[src/rtl/uart_rx_pkg.sv]
package uart_rx_pkg;

    localparam int CHAR_W = 9;

    localparam logic [1:0] FMT_8N = 2'b00;
    localparam logic [1:0] FMT_8E = 2'b01;
    localparam logic [1:0] FMT_8O = 2'b10;
    localparam logic [1:0] FMT_9N = 2'b11;

    typedef enum logic [1:0] {
        PH_IDLE,
        PH_START,
        PH_BITS,
        PH_STOP
    } rx_phase_e;

    typedef struct packed {
        logic [CHAR_W-1:0] data;
        logic              perr;
        logic              ferr;
    } rx_entry_t;

    // Turn the shift register contents into a stored entry for the selected format.
    function automatic rx_entry_t build_entry(input logic [1:0] fmt,
                                              input logic [CHAR_W-1:0] sh,
                                              input logic ferr);
        rx_entry_t e;
        e.ferr = ferr;
        e.perr = 1'b0;
        unique case (fmt)
            FMT_8N: e.data = {1'b0, sh[CHAR_W-1:1]};
            FMT_8E: begin
                e.data = {1'b0, sh[CHAR_W-2:0]};
                e.perr = ^sh;
            end
            FMT_8O: begin
                e.data = {1'b0, sh[CHAR_W-2:0]};
                e.perr = ~^sh;
            end
            default: e.data = sh;
        endcase
        return e;
    endfunction

endpackage

[src/rtl/uart_rx_sampler.sv]
module uart_rx_sampler
    import uart_rx_pkg::*;
#(
    parameter int OVS         = 16,
    parameter int SYNC_STAGES = 2
) (
    input  logic       clk,
    input  logic       rst_n,
    input  logic       rx_in,
    input  logic       tick,
    input  logic       run,
    input  logic [1:0] fmt,
    input  logic       two_stop,
    output rx_entry_t  word_o,
    output logic       done_o,
    output logic       busy_o
);
    localparam int CW = $clog2(OVS);
    localparam logic [CW-1:0] LAST = CW'(OVS - 1);
    localparam logic [CW-1:0] MID  = CW'(OVS / 2 - 1);

    typedef struct packed {
        logic [SYNC_STAGES-1:0] sync;
        rx_phase_e              phase;
        logic [CW-1:0]          cnt;
        logic [3:0]             nbit;
        logic [CHAR_W-1:0]      sh;
        logic                   second;
        logic                   ferr;
        logic                   done;
        rx_entry_t              word;
    } smp_state_t;

    localparam smp_state_t SMP_RESET = '{
        sync:   '1,
        phase:  PH_IDLE,
        cnt:    '0,
        nbit:   '0,
        sh:     '0,
        second: 1'b0,
        ferr:   1'b0,
        done:   1'b0,
        word:   '0
    };

    smp_state_t s_q, s_d;
    logic       rx_s;
    logic [3:0] last_bit;
    logic       ferr_now;

    assign rx_s     = s_q.sync[SYNC_STAGES-1];
    assign last_bit = (fmt == FMT_8N) ? 4'd7 : 4'd8;
    assign ferr_now = s_q.second ? s_q.ferr : ~rx_s;

    always_comb begin
        s_d      = s_q;
        s_d.done = 1'b0;
        s_d.sync = {s_q.sync[SYNC_STAGES-2:0], rx_in};
        unique case (s_q.phase)
            PH_IDLE: begin
                if (tick && run && !rx_s) begin
                    s_d.phase = PH_START;
                    s_d.cnt   = '0;
                end
            end
            PH_START: begin
                if (tick) begin
                    if (s_q.cnt == MID) begin
                        s_d.cnt    = '0;
                        s_d.nbit   = '0;
                        s_d.second = 1'b0;
                        s_d.ferr   = 1'b0;
                        s_d.phase  = rx_s ? PH_IDLE : PH_BITS;
                    end else begin
                        s_d.cnt = s_q.cnt + 1'b1;
                    end
                end
            end
            PH_BITS: begin
                if (tick) begin
                    if (s_q.cnt == LAST) begin
                        s_d.cnt  = '0;
                        s_d.sh   = {rx_s, s_q.sh[CHAR_W-1:1]};
                        s_d.nbit = s_q.nbit + 1'b1;
                        if (s_q.nbit == last_bit) begin
                            s_d.phase = PH_STOP;
                        end
                    end else begin
                        s_d.cnt = s_q.cnt + 1'b1;
                    end
                end
            end
            default: begin
                if (tick) begin
                    if (s_q.cnt == LAST) begin
                        s_d.cnt = '0;
                        if (!s_q.second && two_stop) begin
                            s_d.second = 1'b1;
                            s_d.ferr   = ~rx_s;
                        end else begin
                            s_d.phase = PH_IDLE;
                            s_d.done  = 1'b1;
                            s_d.word  = build_entry(fmt, s_q.sh, ferr_now);
                        end
                    end else begin
                        s_d.cnt = s_q.cnt + 1'b1;
                    end
                end
            end
        endcase
    end

    always_ff @(posedge clk or negedge rst_n) begin
        if (!rst_n) s_q <= SMP_RESET;
        else        s_q <= s_d;
    end

    assign word_o = s_q.word;
    assign done_o = s_q.done;
    assign busy_o = (s_q.phase != PH_IDLE);

endmodule

[src/rtl/uart_rx_queue.sv]
module uart_rx_queue
    import uart_rx_pkg::*;
#(
    parameter int DEPTH = 4
) (
    input  logic                        clk,
    input  logic                        rst_n,
    input  logic                        push,
    input  rx_entry_t                   push_entry,
    input  logic                        pop,
    input  logic                        flush,
    output rx_entry_t                   head,
    output logic                        empty,
    output logic                        full,
    output logic [$clog2(DEPTH+1)-1:0]  fill_nxt
);
    localparam int PW   = (DEPTH > 1) ? $clog2(DEPTH) : 1;
    localparam int CNTW = $clog2(DEPTH + 1);
    localparam logic [CNTW-1:0] FULL_CNT = CNTW'(DEPTH);
    localparam logic [PW-1:0]   LAST_PTR = PW'(DEPTH - 1);

    typedef struct packed {
        rx_entry_t [DEPTH-1:0] slot;
        logic [PW-1:0]         wr;
        logic [PW-1:0]         rd;
        logic [CNTW-1:0]       fill;
    } q_state_t;

    q_state_t q_q, q_d;
    logic     do_push, do_pop;

    assign empty   = (q_q.fill == '0);
    assign full    = (q_q.fill == FULL_CNT);
    assign do_pop  = pop && !empty && !flush;
    assign do_push = push && !full && !flush;

    always_comb begin
        q_d = q_q;
        if (flush) begin
            q_d.wr   = '0;
            q_d.rd   = '0;
            q_d.fill = '0;
        end else begin
            if (do_push) begin
                q_d.slot[q_q.wr] = push_entry;
                q_d.wr = (q_q.wr == LAST_PTR) ? '0 : q_q.wr + 1'b1;
            end
            if (do_pop) begin
                q_d.rd = (q_q.rd == LAST_PTR) ? '0 : q_q.rd + 1'b1;
            end
            q_d.fill = q_q.fill + CNTW'(do_push) - CNTW'(do_pop);
        end
    end

    always_ff @(posedge clk or negedge rst_n) begin
        if (!rst_n) q_q <= '0;
        else        q_q <= q_d;
    end

    assign head     = empty ? '0 : q_q.slot[q_q.rd];
    assign fill_nxt = q_d.fill;

endmodule

[src/rtl/uart_rx_irq.sv]
module uart_rx_irq #(
    parameter int DEPTH = 4
) (
    input  logic                       clk,
    input  logic                       rst_n,
    input  logic [1:0]                 sel,
    input  logic                       stored,
    input  logic [$clog2(DEPTH+1)-1:0] fill_nxt,
    output logic                       irq
);
    localparam int CNTW = $clog2(DEPTH + 1);
    localparam logic [CNTW-1:0] NEAR_CNT = CNTW'(DEPTH - 1);
    localparam logic [CNTW-1:0] FULL_CNT = CNTW'(DEPTH);

    typedef struct packed {
        logic irq;
    } irq_state_t;

    irq_state_t i_q, i_d;
    logic       level_hit;

    always_comb begin
        unique case (sel)
            2'b10:   level_hit = (fill_nxt == NEAR_CNT);
            2'b11:   level_hit = (fill_nxt == FULL_CNT);
            default: level_hit = 1'b1;
        endcase
        i_d.irq = stored && level_hit;
    end

    always_ff @(posedge clk or negedge rst_n) begin
        if (!rst_n) i_q <= '0;
        else        i_q <= i_d;
    end

    assign irq = i_q.irq;

endmodule

[src/rtl/uart_rx_fifo.sv]
module uart_rx_fifo
    import uart_rx_pkg::*;
#(
    parameter int OVS         = 16,
    parameter int DEPTH       = 4,
    parameter int SYNC_STAGES = 2
) (
    input  logic              clk,
    input  logic              rst_n,
    input  logic              rx_in,
    input  logic              baud_tick,
    input  logic [1:0]        frame_fmt,
    input  logic              two_stop,
    input  logic [1:0]        irq_sel,
    input  logic              addr_only,
    input  logic              rd_en,
    input  logic              ovr_clr,
    output logic [CHAR_W-1:0] rd_data,
    output logic              rd_perr,
    output logic              rd_ferr,
    output logic              data_avail,
    output logic              rx_idle,
    output logic              overrun,
    output logic              irq
);
    localparam int CNTW = $clog2(DEPTH + 1);

    typedef struct packed {
        logic overrun;
    } top_state_t;

    top_state_t t_q, t_d;
    rx_entry_t  word, head;
    logic       done, busy, q_empty, q_full;
    logic       accept, store;
    logic [CNTW-1:0] fill_nxt;

    uart_rx_sampler #(.OVS(OVS), .SYNC_STAGES(SYNC_STAGES)) u_sampler (
        .clk      (clk),
        .rst_n    (rst_n),
        .rx_in    (rx_in),
        .tick     (baud_tick),
        .run      (!t_q.overrun),
        .fmt      (frame_fmt),
        .two_stop (two_stop),
        .word_o   (word),
        .done_o   (done),
        .busy_o   (busy)
    );

    always_comb begin
        accept  = done && !(addr_only && (frame_fmt == FMT_9N) && !word.data[CHAR_W-1]);
        store   = accept && !q_full && !ovr_clr;
        t_d     = t_q;
        if (ovr_clr)              t_d.overrun = 1'b0;
        else if (accept && q_full) t_d.overrun = 1'b1;
    end

    always_ff @(posedge clk or negedge rst_n) begin
        if (!rst_n) t_q <= '0;
        else        t_q <= t_d;
    end

    uart_rx_queue #(.DEPTH(DEPTH)) u_queue (
        .clk        (clk),
        .rst_n      (rst_n),
        .push       (store),
        .push_entry (word),
        .pop        (rd_en),
        .flush      (ovr_clr),
        .head       (head),
        .empty      (q_empty),
        .full       (q_full),
        .fill_nxt   (fill_nxt)
    );

    uart_rx_irq #(.DEPTH(DEPTH)) u_irq (
        .clk      (clk),
        .rst_n    (rst_n),
        .sel      (irq_sel),
        .stored   (store),
        .fill_nxt (fill_nxt),
        .irq      (irq)
    );

    assign rd_data    = head.data;
    assign rd_perr    = head.perr;
    assign rd_ferr    = head.ferr;
    assign data_avail = !q_empty;
    assign rx_idle    = !busy;
    assign overrun    = t_q.overrun;

endmodule

[config.mk]
export PLATFORM = sky130hd
export DESIGN_NAME = uart_rx_fifo
export DESIGN_NICKNAME = d
export VERILOG_FILES = /design/src/rtl/uart_rx_pkg.sv /design/src/rtl/uart_rx_sampler.sv /design/src/rtl/uart_rx_queue.sv /design/src/rtl/uart_rx_irq.sv /design/src/rtl/uart_rx_fifo.sv
export SDC_FILE = /design/constraint.sdc
export NUM_CORES = 1
export LEC_CHECK = 0
export ABC_AREA = 1
export ABC_CLOCK_PERIOD_IN_PS = 2200
export BUFFER_PORTS_ARGS = -buffer_cell sky130_fd_sc_hd__buf_2
export CORE_ASPECT_RATIO = 1.25
export CORE_UTILIZATION = 50
export CTS_CLUSTER_SIZE = 25
export DETAILED_ROUTE_END_ITERATION = 10
export PLACE_DENSITY = 0.78
export SLEW_MARGIN = 40
export SYNTH_ARGS = -nofsm -noshare
export SYNTH_HDL_FRONTEND = slang
export SYNTH_SLANG_ARGS = --single-unit
[constraint.sdc]
create_clock -name clk -period 2.2 [get_ports clk]
set_input_delay 0.22 -clock clk [delete_from_list [all_inputs] [get_ports clk]]
set_output_delay 0.22 -clock clk [all_outputs]
set_load 0.02 [all_outputs]
# Yosys cells after proc, flatten, opt, wreduce, memory -nomap -nowiden
# Index checks and enable logic that the tools add are counted.
# totals
regBits	88
inputBits	12
word_cells	154
# op_classes
add_sub_neg	6
n_lt_le_gt_ge	3
eq_ne	22
mux	42
bitwise_logic	5
reduce_logical	48
# op_table
op	n
44-bit bitwise mux	1
11-bit two-way mux	3
14-bit two-way mux	2
2-bit two-way mux	13
12-bit two-way mux	2
11-bit binary-select mux with 2-bit select	1
11-bit demux with 2-bit select	1
19-bit two-way mux	1
6-bit one-hot mux with 3 select lines	1
9-bit one-hot mux with 2 select lines	1
4-bit two-way mux	4
2-bit nonzero test	8
1-bit logical AND	15
2-bit equality test (second input constant)	7
13-bit two-way mux	1
6-bit two-way mux	2
10-bit two-way mux	1
5-bit AND reduction	2
1-bit zero test	9
9-bit AND reduction	1
9-bit XNOR reduction	1
9-bit XOR reduction	1
4-bit by 1-bit adder with 4-bit output (second input constant)	2
2-bit by 1-bit != test with 1-bit output (second input constant)	4
other kinds (27)	42

# Depth between registers and ports, before layout
# logic_depth
depth_word	15
depth_mapped	15

# By module
# A second synthesis with hierarchy kept.
# unflattened
hier_cells	617
area_unflattened_um2	4808.4
# by_module_without_submodules
module	instances	cells_per_inst	area_each_um2	seq_area_each_um2
uart_rx_queue	1	344	2718.9	1276.2
uart_rx_sampler	1	248	1948.1	878.3
uart_rx_fifo	1	13	73.8	25.0
uart_rx_irq	1	12	67.6	25.0

# Worst setup path after synthesis
# No wires, ideal clock.
# synth_path
path_type	register to register
start	register u_queue.q_q[1] in the netlist's numbering
end	register u_irq.i_q, in the netlist u_irq.irq
setup_ps	113
t_arrival_ps	2185
t_required_ps	2087
path_slack_ps	-98
stages_incl_launch_ff	16
path_buffers	0
period_less_slack_ps	2298
path_cell_list	dfrtp_1 -> inv_1 -> nand2_1 -> nor2_1 -> nor3_1 -> ha_1 -> inv_1 -> ha_1 -> fa_1 -> inv_1 -> nor2_1 -> nor3_1 -> nand2_1 -> nand3_1 -> nand2_1 -> inv_1
# synth_via
elab_chain_cells	12
word_cells_on_any_way	17
cone_classes	2 x add/sub; 3 x eq/ne; 2 x mux; 10 x reduce/logical
# synth_lines
item	line_no	source
start, declared	uart_rx_queue.sv:29	q_state_t q_q, q_d;
start signal, assigned	uart_rx_queue.sv:57	else q_q <= q_d;
3-bit equality test	uart_rx_queue.sv:33	assign full = (q_q.fill == FULL_CNT);
1-bit zero test	uart_rx_queue.sv:35, uart_rx_fifo.sv:53	
1-bit logical AND (2 in a row)	uart_rx_fifo.sv:53	store = accept && !q_full && !ovr_clr;
1-bit logical AND (2 in a row)	uart_rx_queue.sv:35	assign do_push = push && !full && !flush;
3-bit by 1-bit adder with 3-bit output	uart_rx_queue.sv:51	q_d.fill = q_q.fill + CNTW'(do_push) - CNTW'(do_pop);
3-bit by 1-bit subtractor with 3-bit output (*)	uart_rx_queue.sv:51	
7-bit two-way mux (*)	uart_rx_queue.sv:39	if (flush) begin
via fill_nxt[1]	uart_rx_fifo.sv:36	logic [CNTW-1:0] fill_nxt;
3-bit equality test or 3-bit by 2-bit equality test with 1-bit output (tied branches)	uart_rx_irq.sv:25, uart_rx_irq.sv:24	
1-bit one-hot mux with 2 select lines (*)	uart_rx_irq.sv:23	unique case (sel)
1-bit logical AND (*)	uart_rx_irq.sv:28	i_d.irq = stored && level_hit;
via u_irq.i_d	uart_rx_irq.sv:19	irq_state_t i_q, i_d;
end signal, assigned	uart_rx_irq.sv:33	else i_q <= i_d;
end, declared	uart_rx_irq.sv:19	
# Mark *: on every way through the listed nets, which the timed path passes. The rest lies on a longest branch.
# A chain may end at the register's enable or synchronous reset.

# Final worst setup path
# Same ends and word-level chain as after synthesis.

==> results_tabular.tex <==
\begin{tabular}{lr}
\hline
Metric & Value \\
\hline
\multicolumn{2}{l}{\textbf{Critical path}} \\
\quad Worst reg2reg endpoint & u\_irq.irq \\
\quad Kind of capture point of the worst setup path & flip-flop \\
\quad Cell type group with the largest total delay on the critical path & adder cells \\
\quad Number of cell instances on the worst register-to-register path & 15 \\
\quad Classification of the worst setup path & reg2reg \\
\quad Crit path arrival time & 2.47 ns \\
\quad Largest stage delay on the critical path & 0.54 ns \\
\quad Worst-path cell chain & inv\_2 > nand2\_4 > nor2\_4 > nor3\_2 > ha\_1 > inv\_1 > ha\_2 > fa\_2 > inv\_2 > nor2\_4 > nor3\_1 > nand2\_1 > nand3\_1 > nand2\_1 > inv\_1 \\
\quad CP Launch Type & flip-flop \\
\quad Origin of the critical flop-to-flop path & u\_queue.q\_q[1] \\
\quad FF-to-FF setup slack & -0.006 ns \\
\quad Critical Path Sink & u\_irq.irq \\
\quad Worst-path maximum fanout & 3 \\
\quad Number of cells on the critical path & 15 \\
\quad Total buffers and inverters traversed by the critical path & 4 \\
\quad Critical Path Start & u\_queue.q\_q[1] \\
\quad Worst endpoint required time & 2.46 ns \\
\quad Highest-delay cell along the critical path & fa\_2 \\
\multicolumn{2}{l}{\textbf{Outcome}} \\
\quad Failing checks & setup timing \\
\quad Result of the run & finished with violations \\
\multicolumn{2}{l}{\textbf{Job}} \\
\quad Maximum Capacitance Violations & 0 \\
\multicolumn{2}{l}{\textbf{STA}} \\
\quad Total of endpoints with negative setup slack in the final report & 1 \\
\quad Transition time at the pin with the least slew margin & 0.6203 ns \\
\quad Final hold vios & 0 \\
\quad Final cycle utilization of the critical path & 100.3\% \\
\quad Unrepaired setup endpoints after global routing & true \\
\quad Maximum achievable frequency & 453.4 MHz \\
\quad Worst relative slew slack & about three fifths \\
\quad Worst Slack Setup Final & -0.005713 ns \\
\quad Worst clock skew & around 0.0075 ns \\
\quad Count of final max-slew check failures & 0 \\
\quad Post-route minimum period & about 2.2 ns \\
\multicolumn{2}{l}{\textbf{Layout}} \\
\quad Area Growth Syn to Fin & 11.87\% \\
\quad Filler cell count in the final layout & between 700 and 800 \\
\quad Final design utilization & 58.42\% \\
\quad Multi-input gate area & 1836 sq um \\
\quad Number of antenna diodes & 0 \\
\quad Layout net count & 599 \\
\quad Share of final-layout standard cells stronger than drive strength 1 & 14.90\% \\
\quad FF/Latch Area & 2205 sq um \\
\multicolumn{2}{l}{\textbf{Floorplanning}} \\
\quad Die Area & about 9100 sq um \\
\quad Die Y & between 100 and 150 um \\
\quad I/O pin cnt & 27 \\
\quad Floorplan core area & 8333 sq um \\
\quad Number of rows in the core area & 37 \\
\quad Starting Density & 52.22\% \\
\quad Die width & 85.44 um \\
\multicolumn{2}{l}{\textbf{Global route}} \\
\quad Maximum number of pins on one net before global-route repair & 49 \\
\quad Wire length of the first global-routing pass & approximately 16000 um \\
\quad GRT Residual Overflow & 0 \\
\quad Number of global-route vias before repair & 3467 \\
\quad Global router's overall resource usage & 21.87\% \\
\quad Number of antenna violations at the first check in global routing & 0 \\
\multicolumn{2}{l}{\textbf{Worst hold path}} \\
\quad Min-delay worst type & in2reg \\
\multicolumn{2}{l}{\textbf{Place}} \\
\quad Final HPWL from detailed placement & 6312 um \\
\quad Port bufs & 26 \\
\quad Global placement routability congestion & 0.8725 \\
\multicolumn{2}{l}{\textbf{Detailed routing}} \\
\quad Vias per std cell & 5.389 \\
\quad Drt total wl & 9046 um \\
\quad Vias & 3632 \\
\quad First drt pass iteration count & 5 \\
\quad Final ANT Viol Nets & 0 \\
\quad Wire length per cell & between 10 and 15 um \\
\quad Number of DRC markers in iteration 0 & roughly 240 \\
\quad Count of unresolved DRC violations after routing & 0 \\
\multicolumn{2}{l}{\textbf{Clock network}} \\
\quad Buffer type at the clock tree root & clkbuf\_8 \\
\quad Clock tree from TritonCTS & done \\
\quad TritonCTS buffer count & 9 \\
\quad Clock slew at reported path FFs & 0.09 ns \\
\quad Sink Count & 88 \\
\quad Deepest clock path buffer count & 2 \\
\quad Worst-Skew Late Latency & 0.36 ns \\
\quad Max H-tree Level & 3 \\
\multicolumn{2}{l}{\textbf{Power and ir drop}} \\
\quad VDD IR max & 0.3283 mV \\
\quad Total power per unit cell area & roughly 760 nW/um\^{}2 \\
\quad Reported leakage power & about 2.4 nW \\
\quad Total power draw & 3.722 mW \\
\multicolumn{2}{l}{\textbf{Synth}} \\
\quad Number of unique standard cell types used by synthesis & 31 \\
\quad Synthesized area & $\sim$4400 sq um \\
\quad Main area contributors after synthesis & dfrtp\_1 49\%, nand2\_1 9.9\%, o21ai\_1 8.1\%, nor2\_1 5.8\%, inv\_1 4.9\% \\
\quad Most area-hungry cell type in the Yosys netlist & dfrtp\_1 \\
\quad Seq/Total Area, Yosys & roughly half \\
\quad YS warnings & 0 \\
\quad Instance count of the mapped netlist & 540 \\
\quad Top cell type's share of synthesized area & between 40\% and 50\% \\
\quad Count of state elements after synthesis & 88 \\
\quad Synth Net Count & around 570 \\
\quad Avg Synthesized Cell Area & 8.059 sq um \\
\hline
\end{tabular}
-- kinds of logic (layout without fill, tap and decap cells) --
kind of cell	Yosys count	in the layout	share of synthesized area [%]
adder cells (fa/ha/maj)	14	14	4.198
AND/OR/NAND/NOR	219	219	20.87
XOR/XNOR	3	3	0.6039
AO/OA/AOI/OAI	132	132	15.76
flip-flops	88	88	50.66
buffers and inverters	84	121	7.907
-- cell type report --
class,instances,area share (%)
clock buffer,9,2.544
clock inverter,6,1.439
inverter,64,4.986
multi-input combinational,368,37.70
sequential,88,45.28
tap,97,2.493
timing repair buffer,42,5.551
-- worst reg2reg max path, cell delays in order (launching register included) --
cell	delay, ns
dfrtp_1	0.41
inv_2	0.09
nand2_4	0.06
nor2_4	0.10
nor3_2	0.05
ha_1	0.27
inv_1	0.04
ha_2	0.16
fa_2	0.54
inv_2	0.05
nor2_4	0.07
nor3_1	0.05
nand2_1	0.06
nand3_1	0.07
nand2_1	0.06
inv_1	0.03
-- cells in the mapped netlist --
cell	count
a21oi_1	18
a22o_1	1
a31oi_1	1
buf_2	12
buf_4	3
clkbuf_1	5
dfrtp_1	86
dfstp_2	2
fa_1	1
ha_1	13
inv_1	57
inv_2	6
inv_4	1
nand2_1	115
nand2_2	8
nand3_1	17
nand3b_1	1
nand4_1	2
nor2_1	67
nor2_2	1
nor2_4	1
nor3_1	4
nor3_2	1
nor3_4	1
o211ai_1	1
o21ai_0	29
o21ai_1	70
o21ai_2	1
o22ai_1	11
or2_1	1
xor2_1	3
-- worst min path at each step --
stage                     startpoint        endpoint  cells past startpoint
after global placement         rst_n  u_queue.q_q[7]                      1
after global routing         ovr_clr         overrun                      2
after floorplan                rst_n         overrun                      0
after detailed placement       rst_n  u_queue.q_q[7]                      1
final                     irq_sel[1]       u_irq.irq                      4
after CTS                    ovr_clr         overrun                      2
-- per-layer routing --
layer,track usage [%],wire [um],vias to the layer above
met5,0,0,-
met4,9.643,187,0
met3,3.416,294,16
met2,36.46,4534,79
met1,28.12,4030,1729
li1,-,-,1808
-- repair_timing --
item / 4_1_cts / 5_1_grt
hold buffers: 2 / 0
setup endpoints to repair: 1 / 1
buffers inserted: 2 / 0
endpoints found under the hold margin: 39 / 0
gates resized for setup: 6 / 1
pin swaps: 2 / 0
gates cloned: 0 / 0
-- report_power, final --
| group | switching [mW] | internal (mW) | leakage [nW] |
|---|---|---|---|
| sequential | 0.0664 | 1.67 | 1.14 |
| clock | 0.593 | 0.524 | 0.0879 |
| combinational | 0.548 | 0.318 | 1.15 |
| total | 1.21 | 2.52 | 2.38 |
-- flip-flops by register name, summed over array words and instances (netlist names) --
register / cells
u_sampler.s_d: 1
u_irq.irq: 1
overrun: 1
u_sampler.done_o: 1
u_sampler.s_q: 21
u_sampler.word_o: 11
u_sampler.rx_s: 1
u_queue.q_q: 51
-- stage by stage --
step | hold slack, ns | TNS, ns | cells | instance area, sq um | worst slack, ns
after CTS | 0.09411 | -0.004695 | 674 | 4863 | -0.004695
final | 0.1075 | -0.005713 | 674 | 4868 | -0.005713
after global routing | 0.1226 | -0.1777 | 674 | 4868 | -0.1777
after global placement | 0.2374 | 0 | 655 | 4622 | 0.008253
after floorplan | -0.07559 | 0 | 540 | 4367 | 0.007810
after detailed placement | 0.2431 | -0.09879 | 655 | 4622 | -0.09879
-- layout by cell type, fill, tap and decap left out, types with 2 or more instances in the layout --
cell type,count
dlygate4sd3_1,2
inv_2,9
o22ai_1,11
nor3_1,3
nor2_1,65
nand4_1,2
a21oi_1,18
nand3_1,17
buf_2,25
ha_1,12
buf_4,14
nand2_1,114
xor2_1,3
nor3_2,2
dfstp_2,2
nor2_4,3
inv_1,54
clkbuf_8,9
o21ai_0,29
nand2_2,8
dfrtp_1,86
clkinvlp_4,3
o21ai_1,70
Note: power is estimated with default switching activity, not from simulation.
